### config.mk
export PLATFORM = sky130hd
export DESIGN_NAME = rtc_alarm_unit
export DESIGN_NICKNAME = d
export VERILOG_FILES = /design/src/rtl/rtc_alarm_pkg.sv /design/src/rtl/rtc_alarm_regs.sv /design/src/rtl/rtc_alarm_match.sv /design/src/rtl/rtc_alarm_fsm.sv /design/src/rtl/rtc_alarm_unit.sv
export SDC_FILE = /design/constraint.sdc
export NUM_CORES = 1
export LEC_CHECK = 0
export ABC_AREA = 1
export BUFFER_PORTS_ARGS = -buffer_cell sky130_fd_sc_hd__buf_4
export CORE_UTILIZATION = 30
export DETAILED_ROUTE_END_ITERATION = 12
export HOLD_SLACK_MARGIN = 0.02
export PLACE_DENSITY_LB_ADDON = 0.05
export SYNTH_ARGS = -nofsm -noshare
export SYNTH_HDL_FRONTEND = slang
export SYNTH_HIERARCHICAL = 1
export SYNTH_SLANG_ARGS = --single-unit
### constraint.sdc
create_clock -name clk -period 2.95 [get_ports clk]
set_input_delay 0 -clock clk [delete_from_list [all_inputs] [get_ports clk]]
set_output_delay 0 -clock clk [all_outputs]
set_load 0.03 [all_outputs]
### src/rtl/rtc_alarm_pkg.sv
package rtc_alarm_pkg;

    localparam int NUM_FIELDS = 4;
    localparam int BYTE_W     = 8;

    // Field index order also fixes the address order (seconds lowest).
    typedef enum logic [1:0] {
        FLD_SEC  = 2'd0,
        FLD_MIN  = 2'd1,
        FLD_HOUR = 2'd2,
        FLD_DATE = 2'd3
    } field_e;

    typedef enum logic [1:0] {
        ST_IDLE  = 2'd0,
        ST_CHECK = 2'd1,
        ST_FIRE  = 2'd2
    } seq_e;

    typedef enum logic [2:0] {
        RPT_MONTH = 3'd0,
        RPT_DAY   = 3'd1,
        RPT_HOUR  = 3'd2,
        RPT_MIN   = 3'd3,
        RPT_SEC   = 3'd4
    } repeat_e;

    // Bits of each alarm byte that carry the BCD value.
    function automatic logic [BYTE_W-1:0] field_bits(input int idx);
        case (idx)
            0, 1:    return 8'h7F;
            2:       return 8'h3F;
            default: return 8'h1F;
        endcase
    endfunction

    // Tens nibble times ten plus the units nibble.
    function automatic int bcd_to_bin(input logic [BYTE_W-1:0] b);
        return int'(b[7:4]) * 10 + int'(b[3:0]);
    endfunction

    function automatic logic field_ok(input int idx, input logic [BYTE_W-1:0] v);
        int val;
        val = bcd_to_bin(v & field_bits(idx));
        case (idx)
            0, 1:    return (val <= 59);
            2:       return (val <= 23);
            default: return (val != 0);
        endcase
    endfunction

endpackage

### src/rtl/rtc_alarm_regs.sv
module rtc_alarm_regs
    import rtc_alarm_pkg::*;
#(
    parameter int ADDR_W     = 3,
    parameter int ALARM_BASE = 2
) (
    input  logic                                 clk,
    input  logic                                 rst_n,
    input  logic                                 wr_en,
    input  logic [ADDR_W-1:0]                    addr,
    input  logic [BYTE_W-1:0]                    wdata,
    output logic [NUM_FIELDS-1:0][BYTE_W-1:0]    alarm_q
);

    for (genvar i = 0; i < NUM_FIELDS; i++) begin : g_field
        localparam logic [ADDR_W-1:0] MY_ADDR = ADDR_W'(ALARM_BASE + i);
        logic hit;
        logic ok;

        always_comb begin
            hit = wr_en && (addr == MY_ADDR);
            ok  = field_ok(i, wdata);
        end

        always_ff @(posedge clk) begin
            if (!rst_n) begin
                alarm_q[i] <= '0;
            end else if (hit && ok) begin
                alarm_q[i] <= wdata;
            end
        end
    end

endmodule

### src/rtl/rtc_alarm_match.sv
module rtc_alarm_match
    import rtc_alarm_pkg::*;
(
    input  logic [NUM_FIELDS-1:0][BYTE_W-1:0] alarm_q,
    input  logic [NUM_FIELDS-1:0][BYTE_W-1:0] fields,
    output logic                              match
);

    logic [NUM_FIELDS-1:0] mask;
    logic [NUM_FIELDS-1:0] cmp_en;
    logic [NUM_FIELDS-1:0] eq;
    repeat_e               mode;

    for (genvar i = 0; i < NUM_FIELDS; i++) begin : g_cmp
        always_comb begin
            mask[i] = alarm_q[i][BYTE_W-1];
            eq[i]   = (((alarm_q[i] ^ fields[i]) & field_bits(i)) == '0);
        end
    end

    // Masks accumulate from date downward; anything else repeats each second.
    always_comb begin
        unique case (mask)
            4'b0000: mode = RPT_MONTH;
            4'b1000: mode = RPT_DAY;
            4'b1100: mode = RPT_HOUR;
            4'b1110: mode = RPT_MIN;
            default: mode = RPT_SEC;
        endcase
    end

    always_comb begin
        unique case (mode)
            RPT_MONTH: cmp_en = 4'b1111;
            RPT_DAY:   cmp_en = 4'b0111;
            RPT_HOUR:  cmp_en = 4'b0011;
            RPT_MIN:   cmp_en = 4'b0001;
            default:   cmp_en = 4'b0000;
        endcase
        match = &(eq | ~cmp_en);
    end

endmodule

### src/rtl/rtc_alarm_fsm.sv
module rtc_alarm_fsm
    import rtc_alarm_pkg::*;
(
    input  logic clk,
    input  logic rst_n,
    input  logic sec_tick,
    input  logic match,
    output logic snap_en,
    output logic set_flag,
    output logic irq
);

    seq_e state, state_nx;

    always_ff @(posedge clk) begin
        if (!rst_n) begin
            state <= ST_IDLE;
        end else begin
            state <= state_nx;
        end
    end

    always_comb begin
        state_nx = state;
        unique case (state)
            ST_IDLE:  if (sec_tick) state_nx = ST_CHECK;
            ST_CHECK: state_nx = match ? ST_FIRE : ST_IDLE;
            ST_FIRE:  state_nx = ST_IDLE;
            default:  state_nx = ST_IDLE;
        endcase
    end

    always_comb begin
        snap_en  = (state == ST_IDLE) && sec_tick;
        set_flag = (state == ST_CHECK) && match;
        irq      = (state == ST_FIRE);
    end

endmodule

### src/rtl/rtc_alarm_unit.sv
module rtc_alarm_unit
    import rtc_alarm_pkg::*;
#(
    parameter int ADDR_W     = 3,
    parameter int FLAG_OFS   = 0,
    parameter int ALARM_BASE = 2,
    parameter int FLAG_BIT   = 6
) (
    input  logic              clk,
    input  logic              rst_n,
    input  logic              reg_wr,
    input  logic              reg_rd,
    input  logic [ADDR_W-1:0] reg_addr,
    input  logic [7:0]        reg_wdata,
    output logic [7:0]        reg_rdata,
    input  logic [7:0]        tod_sec,
    input  logic [7:0]        tod_min,
    input  logic [7:0]        tod_hour,
    input  logic [7:0]        tod_date,
    input  logic              sec_tick,
    output logic              alarm_irq,
    output logic              alarm_flag
);

    localparam logic [ADDR_W-1:0] FLAG_ADDR = ADDR_W'(FLAG_OFS);

    logic [NUM_FIELDS-1:0][BYTE_W-1:0] alarm_q;
    logic [NUM_FIELDS-1:0][BYTE_W-1:0] snap_q;
    logic                              match;
    logic                              snap_en;
    logic                              set_flag;
    logic                              flag_rd;
    logic [BYTE_W-1:0]                 rd_mux;

    rtc_alarm_regs #(
        .ADDR_W     (ADDR_W),
        .ALARM_BASE (ALARM_BASE)
    ) regs_i (
        .clk     (clk),
        .rst_n   (rst_n),
        .wr_en   (reg_wr),
        .addr    (reg_addr),
        .wdata   (reg_wdata),
        .alarm_q (alarm_q)
    );

    // Capture the clock fields at the tick so later changes cannot race the compare.
    always_ff @(posedge clk) begin
        if (!rst_n) begin
            snap_q <= '0;
        end else if (snap_en) begin
            snap_q <= {tod_date, tod_hour, tod_min, tod_sec};
        end
    end

    rtc_alarm_match match_i (
        .alarm_q (alarm_q),
        .fields  (snap_q),
        .match   (match)
    );

    rtc_alarm_fsm fsm_i (
        .clk      (clk),
        .rst_n    (rst_n),
        .sec_tick (sec_tick),
        .match    (match),
        .snap_en  (snap_en),
        .set_flag (set_flag),
        .irq      (alarm_irq)
    );

    always_comb begin
        flag_rd = reg_rd && (reg_addr == FLAG_ADDR);
        rd_mux  = '0;
        if (reg_addr == FLAG_ADDR) begin
            rd_mux[FLAG_BIT] = alarm_flag;
        end
        for (int i = 0; i < NUM_FIELDS; i++) begin
            if (reg_addr == ADDR_W'(ALARM_BASE + i)) begin
                rd_mux = alarm_q[i];
            end
        end
    end

    // A match in the same cycle as a flags read keeps the flag set.
    always_ff @(posedge clk) begin
        if (!rst_n) begin
            alarm_flag <= 1'b0;
        end else if (set_flag) begin
            alarm_flag <= 1'b1;
        end else if (flag_rd) begin
            alarm_flag <= 1'b0;
        end
    end

    always_ff @(posedge clk) begin
        if (!rst_n) begin
            reg_rdata <= '0;
        end else if (reg_rd) begin
            reg_rdata <= rd_mux;
        end
    end

endmodule

==> results of run 1 <==
tightest hold or removal path: cells and delay by family:
kind | cells | cell delay [ns]
buffers and inverters | 1 | 0.17
AND/OR/NAND/NOR | 3 | 0.20
state kept, by name, indices dropped and copies added (netlist names):
register        flops
alarm_flag          1
fsm_i/state         2
regs_i/alarm_q     32
snap_q             25
reg_rdata           8
placed cells by master, fill, tap and decap left out, types with 9 or more instances in the layout:
master	count
dfxtp_1	68
nand4_1	20
clkbuf_16	9
buf_4	51
inv_1	117
nand3_1	28
nor2_1	133
o21ai_0	43
nand2_1	132
dlygate4sd3_1	34
cell type report:
| type | instances | area (µm²) |
|---|---|---|
| flip-flops and latches | 68 | 1360 |
| inverters | 121 | 457 |
| fillers | 1392 | 7610 |
| clock buffers | 9 | 225 |
| repair buffers | 85 | 723 |
| clock inverters | 7 | 77.6 |
| well taps | 172 | 215 |
| multi-input cells | 419 | 2000 |
metal layers:
layer	GRT usage	up-vias	wire [µm]	part of all wire
met1	0.240	1668	5660	0.53
li1	-	2088	-	-
met2	0.249	65	4500	0.42
met3	0.0317	8	368	0.035
met4	0.0615	0	121	0.011
met5	0	-	0	0
where the power goes:
group          internal (mW)  total (mW)  switching (mW)
Combinational          0.182       0.442           0.260
Sequential             0.969        1.01          0.0401
Clock                  0.657        1.09           0.435
Total                   1.81        2.54           0.735
final timing paths:
kind,startpoint,cells after the start,end
hold reg to reg,fsm_i/state[1],1,fsm_i/state[1]
hold / removal,reg_rd,4,reg_rdata[1]
setup reg to reg,regs_i/alarm_q[24],12,alarm_flag
setup / recovery,reg_wdata[1],10,regs_i/alarm_q[22]
repair_timing:
item | 4_1_cts | 5_1_grt
hold buffers | 34 | 0
buffers inserted | 0 | 0
hold endpoints to repair | 34 | 0
==> impl_metrics.py, run 1 <==
metrics = {
    "synthesis": {
        "postSynthAreaPerCell_um2": 6.26,
        "synth_nets": 684,
        "syn-instance-count": 627,
        "netlist_area_um2": 3920,
        "ys_warn_count": 6,
    },
    "finish": {
        "final_layout_size_suffix_gt1_frac": 0.127,
        "instances_no_fill": 881,
        "n_antenna_cell": 0,
        "final_nets": 761,
        "design_area_um2": 5060,
        "area_growth_pct": 29.0,
        "final_core_util": 0.399,
    },
    "place": {
        "place_hpwl_mm": 7.56,
        "placedCellCount": 831,
        "gp_congestion": 0.848,
        "place_area_um2": 4420,
        "dp_slack_ns": 0.863,
        "portBuffers": 50,
    },
    "power": {
        "ir_drop_v": 0.000260,
        "pwr_density_cell_nw_per_um2": 503,
        "power.leakage_nw": 2.34,
        "p_total_mw": 2.54,
    },
    "critical_path": {
        "arrival_ns": 2.53,
        "critPathMaxStageDelay_ns": 0.67,
        "r2r_slack_ns": 1.41,
        "path_cells": "dlygate4sd3_1, buf_4, ha_1, fa_1, inv_1, o21ai_1, a211oi_4, nand3_1, nand2_1, nor2_1",
        "cp.required_ns": 3.18,
        "worst_path_max_delay_cell": "a211oi_4",
        "crit_buf_inv": 3,
        "critPathTopFamily": "buffers and inverters",
        "path_max_fanout": 16,
        "endpoint_kind": "flip-flop",
        "critPathLaunchType": "input pin",
        "crit_type": "in -> reg",
    },
    "floorplanning": {
        "die_area_um2": 13500,
        "io_pins": 58,
        "start_util": 0.310,
        "core-area_um2": 12700,
        "die-height_um": 116,
        "rows": 41,
        "die_w_um": 116,
    },
    "timing": {
        "skew_ns": 0.00873,
        "drv_slew": 0,
        "rsz0062_at_grt": "false",
        "min_period_ns": 2.30,
        "setup_ws_ns": 0.649,
        "relSlewSlack": 0.405,
        "hold_slack_ns": 0.0672,
        "worst_pin_slew_ns": 0.892,
        "fin_crit_sh": 0.780,
        "setup_tns_ns": 0,
        "fmax_mhz": 435,
        "hold_viol": 0,
        "setup_violations": 0,
    },
    "clock_tree": {
        "cts-htree-levels": 3,
        "cts_buffers": 9,
        "clock_sinks": 68,
        "clk_pin_slew_ns": 0.06,
        "clk_latency_ns": 0.33,
        "cts_root_buf": "clkbuf_16",
        "max-clock-path-buffers": 2,
        "cts_resized": 0,
        "tritoncts": "built",
    },
    "drt": {
        "drt-wirelength-per-cell_um": 12.1,
        "viasPerCell": 4.35,
        "routed_wl_mm": 10.7,
        "drtIter0Drc": 204,
        "first_pass_iters": 6,
        "num_vias": 3829,
        "ant_nets": 0,
        "drc": 0,
    },
    "global_routing": {
        "first_global_vias": 3388,
        "grt_pass1_wl_mm": 17.1,
        "antenna_found_initial": 0,
        "grt_overflow": 0,
        "grt_use_total": 0.168,
        "grt_max_degree": 67,
    },
    "status": {
        "outcome": "finished, final reports clean",
    },
    "flow_run": {
        "maxCapViolations": 0,
    },
    "worst_hold_path": {
        "hp-class": "in -> reg",
    },
}
(Power assumes the default switching activity.)
==> inputs of run 2 (changes only) <==
==> constraint.sdc (replaced) <==
create_clock -name clk -period 2.3 [get_ports clk]
set_input_delay 0 -clock clk [delete_from_list [all_inputs] [get_ports clk]]
set_output_delay 0 -clock clk [all_outputs]
set_load 0.03 [all_outputs]
==> run 2 against run 1 <==
  * Combinational power up 31%
  * First-iteration DRC count up 4.9%
  * Core utilization up 0.099 points
  * Register-to-register slack worse by 0.64 ns
  * Highest routed layer unchanged
  * Critical endpoint is now regs_i/alarm_q[4]
  * Final area up 0.25%
  * Global-route usage up 0.17 points
  * Via count up 0.60%
==> impl_metrics.py, run 2 (same netlist as run 1, synthesis figures left out) <==
metrics = {
    "global_routing": {
        "antenna_found_initial": 0,
        "grt_overflow": 0,
        "grt_use_total": 0.170,
        "first_global_vias": 3456,
        "grt_pass1_wl_mm": 17.2,
        "grt_max_degree": 67,
    },
    "clock_tree": {
        "clk_latency_ns": 0.34,
        "clk_pin_slew_ns": 0.06,
        "clock_sinks": 68,
        "max-clock-path-buffers": 2,
        "tritoncts": "built",
        "cts_buffers": 9,
        "cts_root_buf": "clkbuf_16",
        "cts-htree-levels": 3,
    },
    "timing": {
        "min_period_ns": 2.07,
        "setup_violations": 0,
        "worst_pin_slew_ns": 0.917,
        "drv_slew": 0,
        "relSlewSlack": 0.388,
        "fin_crit_sh": 0.902,
        "setup_ws_ns": 0.225,
        "rsz0062_at_grt": "false",
        "hold_viol": 0,
        "fmax_mhz": 482,
        "setup_tns_ns": 0,
        "skew_ns": 0.0120,
        "hold_slack_ns": 0.0668,
    },
    "floorplanning": {
        "core-area_um2": 12700,
        "die_area_um2": 13500,
        "start_util": 0.310,
        "die-height_um": 116,
        "die_w_um": 116,
        "rows": 41,
        "io_pins": 58,
    },
    "finish": {
        "regArea_um2": 1360,
        "final_layout_size_suffix_gt1_frac": 0.135,
        "final_core_util": 0.400,
        "fill_cells": 1385,
        "final_common_cell": "nor2_1",
        "multiInputGateArea_um2": 2010,
        "reg.largest.list": "regs_i/alarm_q x32, snap_q x25, reg_rdata x8",
        "largest_reg_flops": 32,
        "top_register": "regs_i/alarm_q",
        "final_nets": 765,
        "area_growth_pct": 29.3,
        "n_antenna_cell": 0,
        "layout_common_cells": "nor2_1 (133), nand2_1 (132), inv_1 (117)",
    },
    "critical_path": {
        "endpoint_kind": "flip-flop",
        "path_max_fanout": 16,
        "arrival_ns": 2.35,
        "reg2reg_depth": 12,
        "crit_type": "in -> reg",
        "cp.required_ns": 2.58,
        "critPathLaunchType": "input pin",
    },
    "drt": {
        "viasPerCell": 4.35,
        "ant_nets": 0,
        "drt-wirelength-per-cell_um": 11.9,
        "routed_wl_mm": 10.6,
        "first_pass_iters": 4,
        "num_vias": 3852,
        "drc": 0,
        "drtIter0Drc": 214,
    },
    "flow_run": {
        "maxCapViolations": 0,
    },
    "place": {
        "portBuffers": 50,
        "place_hpwl_mm": 7.59,
        "gp_congestion": 0.848,
        "dp_slack_ns": 0.402,
    },
    "power": {
        "power.leakage_nw": 2.35,
        "ir_drop_v": 0.000350,
        "pwr_density_cell_nw_per_um2": 622,
    },
    "status": {
        "outcome": "finished, final reports clean",
    },
    "worst_hold_path": {
        "hold_path_depth": 3,
        "hp-class": "in -> reg",
    },
}
## run 2: changes by cell type in the layout (fill, tap and decap cells not counted), sizes merged
cell,change
clkinvlp,-1
bufinv,-1
clkinv,+2
buf,+4
## run 2: critical path, stage by stage
cell           delay (ns)
dlygate4sd3_1        0.53
buf_4                0.16
ha_1                 0.29
ha_1                 0.33
nand2_1              0.13
nand2_1              0.09
nand3_1              0.07
nand2_1              0.06
nor2_2               0.12
nand2_4              0.15
buf_4                0.18
nand4_1              0.06
nand2_1              0.06
nor2_1               0.10
## run 2: final timing paths
| path | from | slack (ns) | endpoint |
|---|---|---|---|
| max | reg_wdata[4] | 0.23 | regs_i/alarm_q[4] |
| min | reg_rd | 0.07 | reg_rdata[7] |
| max reg2reg | regs_i/alarm_q[24] | 0.77 | alarm_flag |
| min reg2reg | reg_rdata[6] | 0.47 | reg_rdata[6] |
## run 2: cell type report
type | count | share of cell area
Multi-Input combinational cell | 419 | 0.396
Sequential cell | 68 | 0.268
Timing Repair Buffer | 89 | 0.149
Inverter | 121 | 0.0901
Clock buffer | 9 | 0.0444
Tap cell | 172 | 0.0424
Clock inverter | 7 | 0.0106
## run 2: through the flow
step,power (mW),cell area (µm²),instances
2_1_floorplan,1.68,3920,627
3_3_place_gp,1.84,4420,832
3_5_place_dp,1.85,4420,832
4_1_cts,3.19,5040,882
5_1_grt,3.34,5070,885
6_report,3.15,5070,885
## run 2: repair_timing
action / 4_1_cts / 5_1_grt
setup endpoints to repair: 0 / 2
hold buffers: 34 / 0
setup buffers: 0 / 3
resized for setup: 0 / 2
endpoints found under the hold margin: 34 / 0
## run 2: metal layers
layer	track usage	wire, µm	vias to the layer above	share of wire
met2	0.256	4320	67	0.41
met3	0.0244	396	14	0.038
met1	0.240	5620	1674	0.53
li1	-	-	2097	-
met5	0	0	-	0
met4	0.0718	215	0	0.020
## run 2: where the power goes
part           internal [mW]  leakage, nW  switching, mW
Clock                  0.732        0.128          0.550
Sequential              1.24        0.557         0.0510
Combinational          0.242         1.67          0.336
Total                   2.22         2.35          0.937
==> inputs of run 3 (changes only) <==
--- a/config.mk
+++ b/config.mk
@@ -5,9 +5,9 @@
 export SDC_FILE = /design/constraint.sdc
 export NUM_CORES = 1
 export LEC_CHECK = 0
-export ABC_AREA = 1
 export BUFFER_PORTS_ARGS = -buffer_cell sky130_fd_sc_hd__buf_4
 export CORE_UTILIZATION = 30
+export CTS_CLUSTER_SIZE = 14
 export DETAILED_ROUTE_END_ITERATION = 12
 export HOLD_SLACK_MARGIN = 0.02
 export PLACE_DENSITY_LB_ADDON = 0.05
==> run 3 against run 2 <==
  * Sequential cell count stayed put
  * Global-route usage is 0.90 points lower
  * Largest power group is now the clock network
  * Clock-buffer cell count is 2 higher
  * Non-clock buffer count stayed put
  * Combinational power is 19% lower
  * Critical path type unchanged
  * Via count is 28% lower
  * Routed wire length is 14% lower
  * Final area is 9.0% lower
  * Clock power is 3% higher
  * Hold slack worse by 0.038 ns
==> impl_metrics.py, run 3 <==
metrics = {
    "status": {
        "outcome": "finished, final reports clean",
    },
    "clock_tree": {
        "tritoncts": "built",
        "cts_buffers": 9,
        "clock_sinks": 68,
        "clk_latency_ns": 0.32,
        "max-clock-path-buffers": 2,
        "cts_root_buf": "clkbuf_16",
        "clk_pin_slew_ns": 0.05,
        "cts-htree-levels": 3,
        "cts_setup_buffers": 0,
    },
    "worst_hold_path": {
        "hold_path_depth": 3,
        "hp-class": "in -> reg",
    },
    "timing": {
        "setup_tns_ns": 0,
        "fin_crit_sh": 0.949,
        "rsz0062_at_grt": "false",
        "setup_violations": 0,
        "setup_ws_ns": 0.118,
        "fmax_mhz": 458,
        "drv_slew": 0,
        "relSlewSlack": 0.614,
        "worst_pin_slew_ns": 0.579,
        "hold_viol": 0,
        "skew_ns": 0.00517,
        "min_period_ns": 2.18,
    },
    "synthesis": {
        "postSynthAreaPerCell_um2": 9.68,
        "synth_nets": 415,
        "ys_warn_count": 6,
        "syn-instance-count": 358,
        "netlist_area_um2": 3460,
    },
    "global_routing": {
        "grt_max_degree": 63,
        "first_global_vias": 2724,
        "grt_use_total": 0.161,
        "grt_pass1_wl_mm": 14.3,
        "antenna_found_initial": 0,
        "grt_overflow": 0,
    },
    "finish": {
        "largest_reg_flops": 32,
        "final_core_util": 0.419,
        "n_antenna_cell": 0,
        "final_layout_size_suffix_gt1_frac": 0.199,
        "final_common_cell": "dfxtp_1",
        "reg.largest.list": "regs_i/alarm_q x32, snap_q x25, reg_rdata x8",
        "fill_cells": 1126,
        "top_register": "regs_i/alarm_q",
        "area_growth_pct": 33.3,
        "regArea_um2": 1360,
        "layout_common_cells": "dfxtp_1 (68), buf_4 (53), mux2i_1 (49)",
        "final_nets": 499,
        "multiInputGateArea_um2": 2010,
    },
    "place": {
        "portBuffers": 50,
        "gp_congestion": 0.787,
        "place_hpwl_mm": 6.48,
        "dp_slack_ns": 0.226,
    },
    "critical_path": {
        "endpoint_kind": "flip-flop",
        "reg2reg_depth": 8,
        "path_max_fanout": 8,
        "arrival_ns": 2.37,
        "crit_type": "in -> reg",
        "critPathLaunchType": "input pin",
        "cp.required_ns": 2.49,
    },
    "flow_run": {
        "maxCapViolations": 0,
    },
    "floorplanning": {
        "die_w_um": 109,
        "io_pins": 58,
        "rows": 38,
        "start_util": 0.314,
        "core-area_um2": 11000,
        "die_area_um2": 12000,
        "die-height_um": 109,
    },
    "drt": {
        "first_pass_iters": 4,
        "num_vias": 2757,
        "routed_wl_mm": 9.04,
        "drtIter0Drc": 116,
        "ant_nets": 0,
        "viasPerCell": 4.70,
        "drc": 0,
        "drt-wirelength-per-cell_um": 15.4,
    },
    "power": {
        "power.leakage_nw": 1.89,
        "ir_drop_v": 0.000328,
        "pwr_density_cell_nw_per_um2": 663,
    },
}
-- run 3: area by class of cell --
| type | count | area share |
|---|---|---|
| clock buffers | 11 | 0.0504 |
| clock inverters | 5 | 0.0114 |
| flip-flops and latches | 68 | 0.295 |
| repair buffers | 89 | 0.166 |
| multi-input cells | 270 | 0.436 |
| inverters | 4 | 0.00325 |
| well taps | 140 | 0.0379 |
-- run 3: worst paths after layout --
check	startpoint	endpoint	slack (ns)
worst max-delay path	reg_wdata[1]	regs_i/alarm_q[24]	0.12
worst max register to register	regs_i/alarm_q[1]	alarm_flag	0.48
worst min-delay path	reg_wdata[5]	regs_i/alarm_q[21]	0.03
worst min register to register	regs_i/alarm_q[22]	regs_i/alarm_q[22]	0.48
-- run 3: where the power goes --
group | switching (mW) | internal (mW) | total [mW]
registers | 0.0425 | 1.23 | 1.27
clock network | 0.484 | 0.833 | 1.32
logic | 0.231 | 0.238 | 0.469
total | 0.758 | 2.30 | 3.06
-- run 3: worst max-delay path, cell delays in order --
cell           delay, ns
dlygate4sd3_1       0.53
buf_4               0.15
ha_1                0.26
ha_1                0.30
or4_4               0.43
o211ai_4            0.39
mux2i_1             0.25
nor2_1              0.05
-- run 3: routing by layer --
metal / share of wire / wire length [µm] / GRT usage / vias to the layer above
met5: 0 / 0 / 0 / -
met1: 0.53 / 4790 / 0.230 / 1258
met4: 0.0039 / 35 / 0.0314 / 0
li1: - / - / - / 1445
met3: 0.036 / 322 / 0.0368 / 4
met2: 0.43 / 3900 / 0.245 / 50
-- run 3: stage by stage --
step,area (µm²),instances,power (mW),hold slack (ns)
2_1_floorplan,3460,358,1.57,0.138
3_3_place_gp,3980,536,1.72,0.257
3_5_place_dp,3980,536,1.73,0.267
4_1_cts,4610,587,3.11,0.0204
5_1_grt,4620,587,3.22,0.0350
6_report,4620,587,3.06,0.0283
-- run 3: what timing repair did --
| action | in CTS | in global routing |
|---|---|---|
| hold endpoints to repair | 56 | 0 |
| endpoints found under the setup margin | 0 | 19 |
| hold buffers | 35 | 0 |
| resized for setup | 0 | 1 |
